**src/rtl/cart_map_pkg.sv**
```systemverilog
// Package: shared types and helpers for the cartridge save-RAM mapper.
// Assumes a 24-bit byte address bus and 16-bit data.
package cart_map_pkg;

    typedef enum logic [1:0] {
        LANE_BOTH = 2'b00,
        LANE_NONE = 2'b01,
        LANE_EVEN = 2'b10,
        LANE_ODD  = 2'b11
    } lane_e;

    typedef enum logic [1:0] {
        TGT_NONE = 2'b00,
        TGT_ROM  = 2'b01,
        TGT_RAM  = 2'b10,
        TGT_CTRL = 2'b11
    } target_e;

    localparam logic [15:0] CTRL_PAGE = 16'hA130;
    localparam logic [15:0] ALL_ONES  = 16'hFFFF;

    // Place one byte on both halves of a data word.
    function automatic logic [15:0] dup_byte(input logic [7:0] b);
        return {b, b};
    endfunction

endpackage

```
**src/rtl/cms_region_decode.sv**
```systemverilog
// Module: picks the target of a request from the upper address bits.
// Assumes page = address bits [23:8]; map_ram comes from control reg 0 bit 0.
module cms_region_decode
    import cart_map_pkg::*;
(
    input  logic [15:0] page,
    input  logic        map_ram,
    output target_e     target
);

    logic in_cart;
    logic upper_half;

    assign in_cart    = (page[15:14] == 2'b00);
    assign upper_half = page[13];

    // Priority: cartridge space first, then the control page.
    always_comb begin
        if (in_cart) begin
            target = (upper_half && map_ram) ? TGT_RAM : TGT_ROM;
        end else if (page == CTRL_PAGE) begin
            target = TGT_CTRL;
        end else begin
            target = TGT_NONE;
        end
    end

endmodule

```
**src/rtl/cms_ctrl_regs.sv**
```systemverilog
// Module: bank of byte-wide control registers in the I/O page.
// Assumes wr_en already qualifies a write to the control page.
module cms_ctrl_regs #(
    parameter int NREG  = 8,
    parameter int REG_W = 8,
    localparam int IDX_W = $clog2(NREG)
) (
    input  logic             clk,
    input  logic             rst_n,
    input  logic             wr_en,
    input  logic             word,
    input  logic             lsb,
    input  logic [IDX_W-1:0] idx,
    input  logic [REG_W-1:0] wdata,
    output logic             map_ram,
    output logic             wr_unlock
);

    logic wr_hit;

    // Byte writes only land at odd addresses; word writes always land.
    assign wr_hit = wr_en && (word || lsb);

    for (genvar g = 0; g < NREG; g++) begin : g_reg
        logic [REG_W-1:0] q;
        // Hold one control register; cleared by reset.
        always_ff @(posedge clk) begin
            if (!rst_n) begin
                q <= '0;
            end else if (wr_hit && (idx == IDX_W'(g))) begin
                q <= wdata;
            end
        end
    end

    assign map_ram   = g_reg[0].q[0];
    assign wr_unlock = (g_reg[0].q[1:0] == 2'b01);

    AST_EVEN_BYTE_DROP: assert property (@(posedge clk) disable iff (!rst_n)
        (wr_en && !word && !lsb) |=> $stable(g_reg[0].q));

endmodule

```
**src/rtl/cms_lane_steer.sv**
```systemverilog
// Module: maps a save-RAM access onto a 16-bit RAM with byte enables,
// for full-width, even-lane-only, odd-lane-only or absent RAM.
// Assumes byte write data arrives in bits [7:0]; RAM reads are combinational.
module cms_lane_steer
    import cart_map_pkg::*;
#(
    parameter int RAM_AW = 16,
    localparam int RAM_WAW = RAM_AW - 1
) (
    input  logic               clk,
    input  logic               rst_n,
    input  logic               sel,
    input  logic               write,
    input  logic               word,
    input  logic               unlock,
    input  lane_e              lane,
    input  logic [RAM_AW-1:0]  off_in,
    input  logic [RAM_AW-1:0]  mask,
    input  logic [15:0]        wdata,
    input  logic [15:0]        ram_rdata,
    output logic               ram_cs,
    output logic               ram_we,
    output logic [1:0]         ram_be,
    output logic [RAM_WAW-1:0] ram_addr,
    output logic [15:0]        ram_wdata,
    output logic [15:0]        rd_data
);

    logic [RAM_AW-1:0] off;
    logic [7:0]        hi_b;
    logic [7:0]        lo_b;
    logic [7:0]        pick;

    // Mask the offset and force word accesses onto an even byte.
    always_comb begin
        off = off_in & mask;
        if (word) begin
            off[0] = 1'b0;
        end
    end

    assign ram_addr = off[RAM_AW-1:1];

    // Choose the lanes that carry real RAM for this access.
    always_comb begin
        unique case (lane)
            LANE_BOTH: ram_be = word ? 2'b11 : (off[0] ? 2'b01 : 2'b10);
            LANE_EVEN: ram_be = (word || !off[0]) ? 2'b10 : 2'b00;
            LANE_ODD:  ram_be = (word ||  off[0]) ? 2'b01 : 2'b00;
            default:   ram_be = 2'b00;
        endcase
    end

    assign ram_cs    = sel && (ram_be != 2'b00);
    assign ram_we    = ram_cs && write && unlock;
    assign ram_wdata = word ? wdata : dup_byte(wdata[7:0]);

    // Merge read data; lanes without RAM read as all ones.
    always_comb begin
        hi_b = ram_be[1] ? ram_rdata[15:8] : 8'hFF;
        lo_b = ram_be[0] ? ram_rdata[7:0]  : 8'hFF;
        pick = ram_be[1] ? hi_b : lo_b;
        rd_data = word ? {hi_b, lo_b} : dup_byte(pick);
    end

    AST_HALF_LANE_SINGLE: assert property (@(posedge clk) disable iff (!rst_n)
        (ram_cs && (lane == LANE_EVEN || lane == LANE_ODD)) |-> ($countones(ram_be) == 1));
    AST_ODD_LANE_LOW: assert property (@(posedge clk) disable iff (!rst_n)
        (ram_cs && lane == LANE_ODD) |-> !ram_be[1]);
    AST_NO_RAM_IDLE: assert property (@(posedge clk) disable iff (!rst_n)
        (lane == LANE_NONE) |-> !ram_cs);

endmodule

```
**src/rtl/cart_save_mapper.sv**
```systemverilog
// Module: top of the cartridge save-RAM bank mapper. Decodes the request,
// updates the control bank, steers save-RAM lanes and registers the response.
// Assumes cfg_lane and cfg_mask are static while requests are in flight.
module cart_save_mapper
    import cart_map_pkg::*;
#(
    parameter int RAM_AW = 16,
    parameter int NREG   = 8,
    localparam int RAM_WAW = RAM_AW - 1,
    localparam int IDX_W   = $clog2(NREG),
    localparam int ROM_AW  = 21
) (
    input  logic               clk,
    input  logic               rst_n,
    input  logic               req_valid,
    input  logic [23:0]        req_addr,
    input  logic               req_write,
    input  logic               req_word,
    input  logic [15:0]        req_wdata,
    input  logic [1:0]         cfg_lane,
    input  logic [RAM_AW-1:0]  cfg_mask,
    input  logic [15:0]        rom_rdata,
    input  logic [15:0]        ram_rdata,
    output logic               rom_cs,
    output logic [ROM_AW-1:0]  rom_addr,
    output logic               ram_cs,
    output logic               ram_we,
    output logic [1:0]         ram_be,
    output logic [RAM_WAW-1:0] ram_addr,
    output logic [15:0]        ram_wdata,
    output logic               rsp_valid,
    output logic [15:0]        rsp_rdata
);

    target_e     target;
    logic        map_ram;
    logic        wr_unlock;
    logic        ctrl_wr;
    logic [15:0] ram_rd;
    logic [15:0] rom_rd;
    logic [15:0] next_rdata;

    cms_region_decode u_decode (
        .page    (req_addr[23:8]),
        .map_ram (map_ram),
        .target  (target)
    );

    assign ctrl_wr = req_valid && req_write && (target == TGT_CTRL);

    cms_ctrl_regs #(.NREG(NREG), .REG_W(8)) u_ctrl (
        .clk       (clk),
        .rst_n     (rst_n),
        .wr_en     (ctrl_wr),
        .word      (req_word),
        .lsb       (req_addr[0]),
        .idx       (req_addr[IDX_W:1]),
        .wdata     (req_wdata[7:0]),
        .map_ram   (map_ram),
        .wr_unlock (wr_unlock)
    );

    cms_lane_steer #(.RAM_AW(RAM_AW)) u_steer (
        .clk       (clk),
        .rst_n     (rst_n),
        .sel       (req_valid && (target == TGT_RAM)),
        .write     (req_write),
        .word      (req_word),
        .unlock    (wr_unlock),
        .lane      (lane_e'(cfg_lane)),
        .off_in    (req_addr[RAM_AW-1:0]),
        .mask      (cfg_mask),
        .wdata     (req_wdata),
        .ram_rdata (ram_rdata),
        .ram_cs    (ram_cs),
        .ram_we    (ram_we),
        .ram_be    (ram_be),
        .ram_addr  (ram_addr),
        .ram_wdata (ram_wdata),
        .rd_data   (ram_rd)
    );

    // ROM is read-only: select it for reads that decode to ROM.
    assign rom_cs   = req_valid && !req_write && (target == TGT_ROM);
    assign rom_addr = req_addr[ROM_AW:1];

    // Format ROM data for word or byte reads.
    always_comb begin
        if (req_word) begin
            rom_rd = rom_rdata;
        end else begin
            rom_rd = dup_byte(req_addr[0] ? rom_rdata[7:0] : rom_rdata[15:8]);
        end
    end

    // Select the data that the response register captures.
    always_comb begin
        next_rdata = ALL_ONES;
        if (req_valid && !req_write) begin
            unique case (target)
                TGT_ROM: next_rdata = rom_rd;
                TGT_RAM: next_rdata = ram_rd;
                default: next_rdata = ALL_ONES;
            endcase
        end
    end

    // Single-cycle registered response.
    always_ff @(posedge clk) begin
        if (!rst_n) begin
            rsp_valid <= 1'b0;
            rsp_rdata <= ALL_ONES;
        end else begin
            rsp_valid <= req_valid;
            rsp_rdata <= next_rdata;
        end
    end

    AST_LOW_ROM_ONLY: assert property (@(posedge clk) disable iff (!rst_n)
        (req_valid && req_addr[23:21] == 3'b000) |-> !ram_cs);
    AST_CS_EXCLUSIVE: assert property (@(posedge clk) disable iff (!rst_n)
        !(rom_cs && ram_cs));
    AST_WE_UNLOCKED: assert property (@(posedge clk) disable iff (!rst_n)
        ram_we |-> wr_unlock);
    AST_RSP_NEXT: assert property (@(posedge clk) disable iff (!rst_n)
        req_valid |=> rsp_valid);
    AST_RSP_IDLE: assert property (@(posedge clk) disable iff (!rst_n)
        !req_valid |=> !rsp_valid);

endmodule

```
**config.mk**
```make
export PLATFORM = sky130hd
export DESIGN_NAME = cart_save_mapper
export DESIGN_NICKNAME = d
export VERILOG_FILES = /design/src/rtl/cart_map_pkg.sv /design/src/rtl/cms_region_decode.sv /design/src/rtl/cms_ctrl_regs.sv /design/src/rtl/cms_lane_steer.sv /design/src/rtl/cart_save_mapper.sv
export SDC_FILE = /design/constraint.sdc
export NUM_CORES = 1
export LEC_CHECK = 0
export BUFFER_PORTS_ARGS = -buffer_cell sky130_fd_sc_hd__buf_4
export CAP_MARGIN = 0
export CORE_MARGIN = 2
export CORE_UTILIZATION = 39
export CTS_CLUSTER_DIAMETER = 60
export DETAILED_ROUTE_END_ITERATION = 8
export PLACE_DENSITY_LB_ADDON = 0.15
export SYNTH_ARGS = -nofsm -noshare
export SYNTH_HDL_FRONTEND = slang
export SYNTH_HIERARCHICAL = 1
export SYNTH_SLANG_ARGS = --single-unit
```
**constraint.sdc**
```tcl
create_clock -name clk -period 7 [get_ports clk]
set_clock_uncertainty 0.2 [all_clocks]
set_input_delay 1.4 -clock clk [delete_from_list [all_inputs] [get_ports clk]]
set_output_delay 1.4 -clock clk [all_outputs]
set_load 0.02 [all_outputs]
```
Word level (Yosys, flattened, before mapping)
Cells that the tools add are included.
Cells by class
  $mul: 0
  reductions and logical operators: 21
  equality and inequality tests: 7
  bitwise operators: 1
  mux-type cells: 17
  shifts and indexed selects: 0
  div/mod/pow operators: 0
  add/subtract/negate cells: 0
  order comparisons: 0
Operators with widths (count)
  16-bit 2-to-1 mux: 3
  8-bit 2-to-1 mux: 4
  16-bit one-hot mux with 2 select lines: 1
  16-bit bitwise AND: 1
  16-bit == test, second input constant: 1
  2-bit 2-to-1 mux: 6
  1-bit logical AND: 11
  2-bit == test, second input constant: 4
  2-bit one-hot mux with 3 select lines: 1
  2-bit by 1-bit == test with 1-bit output, second input constant: 2
  2-bit zero test: 2
  3-bit zero test: 1
  1-bit logical OR: 3
  1-bit zero test: 2
  1-bit 2-to-1 mux: 2
  2-bit AND reduction: 1
  2-bit nonzero test: 1
Storage, ports and cells
  register bits: 19
  logic and storage cells: 49
  bits of input ports: 95
  bits in read-only memories: 0
  output and inout port bits: 74
  memory bits (writable): 0
  memories: 0
  latch bits: 0

Logic depth before layout (Yosys ltp)
  word-level depth: 10
  mapped depth: 10

Modules after synthesis
Netlist, hierarchy kept.
Modules (own cells, without submodules)
  cart_save_mapper: area each 1029.7 um2, instances 1, cells an instance 118, seq. area each 340.3 um2
  cms_lane_steer: area each 500.5 um2, instances 1, cells an instance 67, seq. area each 0.0 um2
  cms_ctrl_regs: area each 105.1 um2, instances 1, cells an instance 11, seq. area each 40.0 um2
  cms_region_decode: area each 81.3 um2, instances 1, cells an instance 10, seq. area each 0.0 um2

Least setup slack after synthesis
Ideal clock, no wire load.
  kind: in2out
  start: in req_addr[9]
  end: out ram_we
  path slack: 2.147 ns
  arrival time: 3.253 ns
  cell stages on the path: 9
  required time: 5.400 ns
  buffers on the path: 2
  cell sequence: nor4_2 nand4_1 o31ai_1 ha_1 clkbuf_1 buf_2 and2_1 o21ai_0 nor3_1
Between the ends
  cells in the longest elaborated chain, start to end: 8
Ends and longest elaborated chain
  start, declared: line cart_save_mapper.sv:16  | input logic [23:0] req_addr,
  16-bit == test: line cms_region_decode.sv:21  | end else if (page == CTRL_PAGE) begin
  2-bit 2-to-1 mux: line cms_region_decode.sv:21
  2-bit 2-to-1 mux: line cms_region_decode.sv:19  | if (in_cart) begin
  named net target[1]: line cart_save_mapper.sv:35  | target_e target;
  2-bit == test: line cart_save_mapper.sv:66  | .sel (req_valid && (target == TGT_RAM)),
  1-bit logical AND: line cart_save_mapper.sv:66
  1-bit logical AND: line cms_lane_steer.sv:54  | assign ram_cs = sel && (ram_be != 2'b00);
  1-bit logical AND (2 in series): line cms_lane_steer.sv:55  | assign ram_we = ram_cs && write && unlock;
  end, declared: line cart_save_mapper.sv:27  | output logic ram_we,
The timed path passes the listed nets, and every way through them passes these cells.

Worst setup path in the final report
Ends and elaborated chain as after synthesis.

==> run_summary.xml <==
<?xml version="1.0" encoding="UTF-8"?>
<metrics>
  <group name="worst_setup_path">
    <metric name="worst_path_largest_cell_delay" unit="ns">0.62</metric>
    <metric name="cp_slowest_cell" unit="">ha_1</metric>
    <metric name="critical_path.max_fanout" unit="">17</metric>
    <metric name="rr_startpoint" unit="">u_ctrl/g_reg[0].q[0]</metric>
    <metric name="register_to_register_path_setup_slack" unit="ns">4.81</metric>
    <metric name="worstPathCellList" unit="">buf_4, nor4_2, nand4_1, o31ai_1, ha_1, and2_1, o21ai_0, nor3_1, buf_4</metric>
    <metric name="timing.critical_path.to_type" unit="">primary output</metric>
    <metric name="worst-endpoint-arrival" unit="ns">3.39</metric>
    <metric name="worst_ep_required_time" unit="ns">5.40</metric>
    <metric name="worst-setup-path-type" unit="">in2out</metric>
    <metric name="path_delay_family" unit="">simple AND/OR/NAND/NOR gates</metric>
    <metric name="start_kind" unit="">primary input</metric>
    <metric name="cp_common_cell" unit="">buf_4</metric>
    <metric name="rr_worst_depth" unit="">5</metric>
    <metric name="timing.rr.end" unit="">rsp_rdata[9]</metric>
    <metric name="cp.buffers_inverters" unit="">2</metric>
  </group>
  <group name="synth">
    <metric name="ys.flop_type" unit="">dfxtp_1</metric>
    <metric name="synthArstFlopShare" unit="%">0</metric>
    <metric name="syn_nets" unit="">304</metric>
    <metric name="synthDistinctLibCells" unit="">36</metric>
    <metric name="syn-instance-count" unit="">206</metric>
    <metric name="count_of_synthesis_stage_warnings_from_yosys" unit="">6</metric>
    <metric name="ys_ff_latch" unit="">19</metric>
    <metric name="number_of_synthesized_flops_with_an_enable_pin" unit="">0</metric>
    <metric name="part_of_the_yosys_area_used_for_sequential_elements" unit="%">22.2</metric>
    <metric name="synth.cell_area" unit="um^2">1720</metric>
    <metric name="synth.area.top_cells" unit="">dfxtp_1, buf_4, o2111ai_1, o22a_1, nand2_1</metric>
    <metric name="post-synth-top-area-cell" unit="">dfxtp_1</metric>
    <metric name="post-synth-top-area-fraction" unit="%">22.2</metric>
    <metric name="synthesis.area_per_instance" unit="um^2">8.33</metric>
  </group>
  <group name="clock_network">
    <metric name="cts-buffers-inserted" unit="">3</metric>
    <metric name="clock_sink_count" unit="">19</metric>
    <metric name="clock-root-buffer" unit="">clkbuf_8</metric>
    <metric name="cts-htree-levels" unit="">1</metric>
    <metric name="clk_pin_slew" unit="ns">0.07</metric>
    <metric name="post_cts_resize_count" unit="">0</metric>
    <metric name="cts_hold_repair.buffers" unit="">0</metric>
    <metric name="cts_setup_buffers" unit="">0</metric>
    <metric name="tritoncts_clock_tree" unit="">done</metric>
    <metric name="clock_tree.buffer_depth" unit="">2</metric>
    <metric name="clk_latency" unit="ns">0.25</metric>
  </group>
  <group name="finish">
    <metric name="antenna_cells_inserted" unit="">0</metric>
    <metric name="final_net_count" unit="">433</metric>
    <metric name="drive_gt1_share" unit="%">56.3</metric>
    <metric name="filler_cell_count" unit="">380</metric>
    <metric name="flow.area_growth_from_synthesis" unit="%">61.7</metric>
  </group>
  <group name="status">
    <metric name="run_status" unit="">completed</metric>
  </group>
  <group name="grt">
    <metric name="number_of_global_route_vias_before_repair" unit="">1886</metric>
    <metric name="first_pass_grt_wire_length" unit="um">8670</metric>
    <metric name="grt_max_degree" unit="">32</metric>
    <metric name="antenna_found_initial" unit="">0</metric>
    <metric name="total_overflow_reported_by_the_global_router" unit="">0</metric>
    <metric name="globalRouteTotalUtil" unit="%">21.2</metric>
  </group>
  <group name="die">
    <metric name="start_util" unit="%">40.0</metric>
    <metric name="num_io_pins" unit="">169</metric>
    <metric name="core" unit="um^2">4290</metric>
    <metric name="die_y" unit="um">70.3</metric>
    <metric name="rows" unit="">24</metric>
    <metric name="fp.dieArea" unit="um^2">4950</metric>
    <metric name="die_width" unit="um">70.3</metric>
  </group>
  <group name="sta">
    <metric name="finalCriticalPeriod" unit="ns">4.99</metric>
    <metric name="hold_slack" unit="ns">0.277</metric>
    <metric name="max_slew.worst_pin.slew" unit="ns">0.830</metric>
    <metric name="max_slew_margin" unit="%">44.7</metric>
    <metric name="setup_violating_endpoint_count_in_the_final_report" unit="">0</metric>
    <metric name="finalCritPeriodShare" unit="%">71.3</metric>
    <metric name="fin_setup_tns" unit="ns">0</metric>
    <metric name="final.setup.worst_slack" unit="ns">2.01</metric>
    <metric name="rsz0062_at_grt" unit="">false</metric>
    <metric name="timing.fmax" unit="MHz">200</metric>
    <metric name="finalMaxSlewViolations" unit="">0</metric>
    <metric name="report.final.hold_viol_count" unit="">0</metric>
  </group>
  <group name="detailed_routing">
    <metric name="viasPerCell" unit="">5.16</metric>
    <metric name="drt-pass1-iter-count" unit="">4</metric>
    <metric name="dr.max_layer_used" unit="">met4</metric>
    <metric name="drt_wl_total" unit="um">5520</metric>
    <metric name="drt_iter0_drc" unit="">172</metric>
    <metric name="dr_wl_met3" unit="um">476</metric>
    <metric name="met1_wirelength" unit="um">2140</metric>
    <metric name="wl_per_cell" unit="um">14.3</metric>
    <metric name="drc_violations" unit="">0</metric>
    <metric name="final_antenna_net_count" unit="">0</metric>
    <metric name="via_count" unit="">1993</metric>
    <metric name="route.met2.wl" unit="um">2850</metric>
  </group>
  <group name="flow_run">
    <metric name="cap_viol_max_count" unit="">0</metric>
  </group>
  <group name="place">
    <metric name="post-place-ws" unit="ns">2.01</metric>
    <metric name="dpl.hpwl" unit="um">4510</metric>
    <metric name="buffer_ports.inserted" unit="">168</metric>
    <metric name="gpl_congestion" unit="">0.782</metric>
  </group>
  <group name="power">
    <metric name="p_leak" unit="uW">0.00125</metric>
    <metric name="p_total" unit="uW">329</metric>
    <metric name="power.ir.vdd_worst" unit="uV">57.0</metric>
    <metric name="powerDensity" unit="nW/um^2">119</metric>
  </group>
  <group name="min_path">
    <metric name="hold_path.startpoint" unit="">u_ctrl/g_reg[0].q[1]</metric>
    <metric name="hold_path_class" unit="">reg2reg</metric>
    <metric name="timing.hold.worst_endpoint" unit="">u_ctrl/g_reg[0].q[1]</metric>
    <metric name="min_delay_path_depth" unit="">2</metric>
  </group>
</metrics>
==> worst register-to-register path, stage by stage, from the launching register on <==
cell	delay, ns
dfxtp_1	0.36
nand2_1	0.08
o31ai_1	0.38
ha_1	0.31
and4bb_2	0.51
o2111ai_1	0.20
==> cell usage in the layout (no fill, tap or decap), drive strengths merged, types with 2 or more instances in the layout <==
cell type	instances
buf	168
nand2	34
dfxtp	19
and2	17
o2111ai	16
o22a	16
nand4b	9
o211ai	8
mux2	8
inv	5
clkbuf	4
ha	3
nor4b	3
nor2b	2
mux2i	2
nor2	2
a21oi	2
or2	2
o21ai	2
==> worst max-delay path by stage <==
| stage | from | endpoint | slack [ns] | depth (start not counted) |
|---|---|---|---|---|
| 5_1_grt | req_addr[17] | ram_we | 1.82 | 9 |
| 6_report | req_addr[9] | ram_we | 2.01 | 9 |
| 2_1_floorplan | req_addr[9] | ram_we | 2.15 | 9 |
| 4_1_cts | req_addr[9] | ram_we | 2.01 | 9 |
| 3_5_place_dp | req_addr[9] | ram_we | 2.01 | 9 |
| 3_3_place_gp | req_addr[9] | ram_we | 2.06 | 9 |
==> metal layers <==
layer,track usage [%],vias up
met5,0,-
met4,5.56,0
met3,3.75,9
met2,37.1,108
met1,26.5,896
li1,-,980
==> registers in the layout (all words and copies together), names as in the netlist <==
signal	cells
rsp_rdata	16
rsp_valid	1
u_ctrl/g.q	2
==> power by group <==
part | internal, uW | total, uW | switching [uW]
logic | 74.7 | 143 | 67.9
clock network | 40.5 | 76.2 | 35.8
registers | 110 | 110 | 0.462
==> logic make-up (layout without fill, tap and decap cells) <==
| logic type | count (synthesis) | in the layout | share of synthesized area, % |
|---|---|---|---|
| buffers and inverters | 49 | 177 | 19.3 |
| AO/OA/AOI/OAI | 47 | 47 | 22.7 |
| flip-flops | 19 | 19 | 22.2 |
| multiplexers | 10 | 10 | 6.41 |
| adder cells (fa/ha/maj) | 3 | 3 | 2.19 |
| AND/OR/NAND/NOR | 77 | 77 | 26.7 |
| XOR/XNOR | 1 | 1 | 0.510 |
==> layout make-up <==
cell class / count / area [um^2] / area share (%)
Timing Repair Buffer: 168 / 1260 / 45.4
Multi-Input combinational cell: 138 / 1000 / 36.2
Sequential cell: 19 / 380 / 13.7
Inverter: 5 / 18.8 / 0.676
Clock buffer: 4 / 45.0 / 1.62
Tap cell: 52 / 65.1 / 2.34
==> stage by stage <==
step	area (um^2)	util, %	instances
after floorplan	1720	-	206
after global placement	2730	63.6	382
after detailed placement	2730	63.6	382
after CTS	2780	64.6	386
after global routing	2780	64.6	386
final	2780	64.6	386
==> cell usage after synthesis (2+ instances only) <==
| cell | n |
|---|---|
| and2_1 | 17 |
| nor2b_1 | 2 |
| nand2_1 | 34 |
| inv_1 | 5 |
| dfxtp_1 | 19 |
| nor2_1 | 2 |
| o211ai_1 | 8 |
| ha_1 | 3 |
| mux2_2 | 8 |
| clkbuf_1 | 4 |
| nand4b_1 | 9 |
| buf_6 | 4 |
| o22a_1 | 16 |
| buf_2 | 6 |
| mux2i_1 | 2 |
| o2111ai_1 | 16 |
| nor4b_2 | 3 |
| a21oi_1 | 2 |
| buf_4 | 29 |
Power figures use the tool's default switching activity.
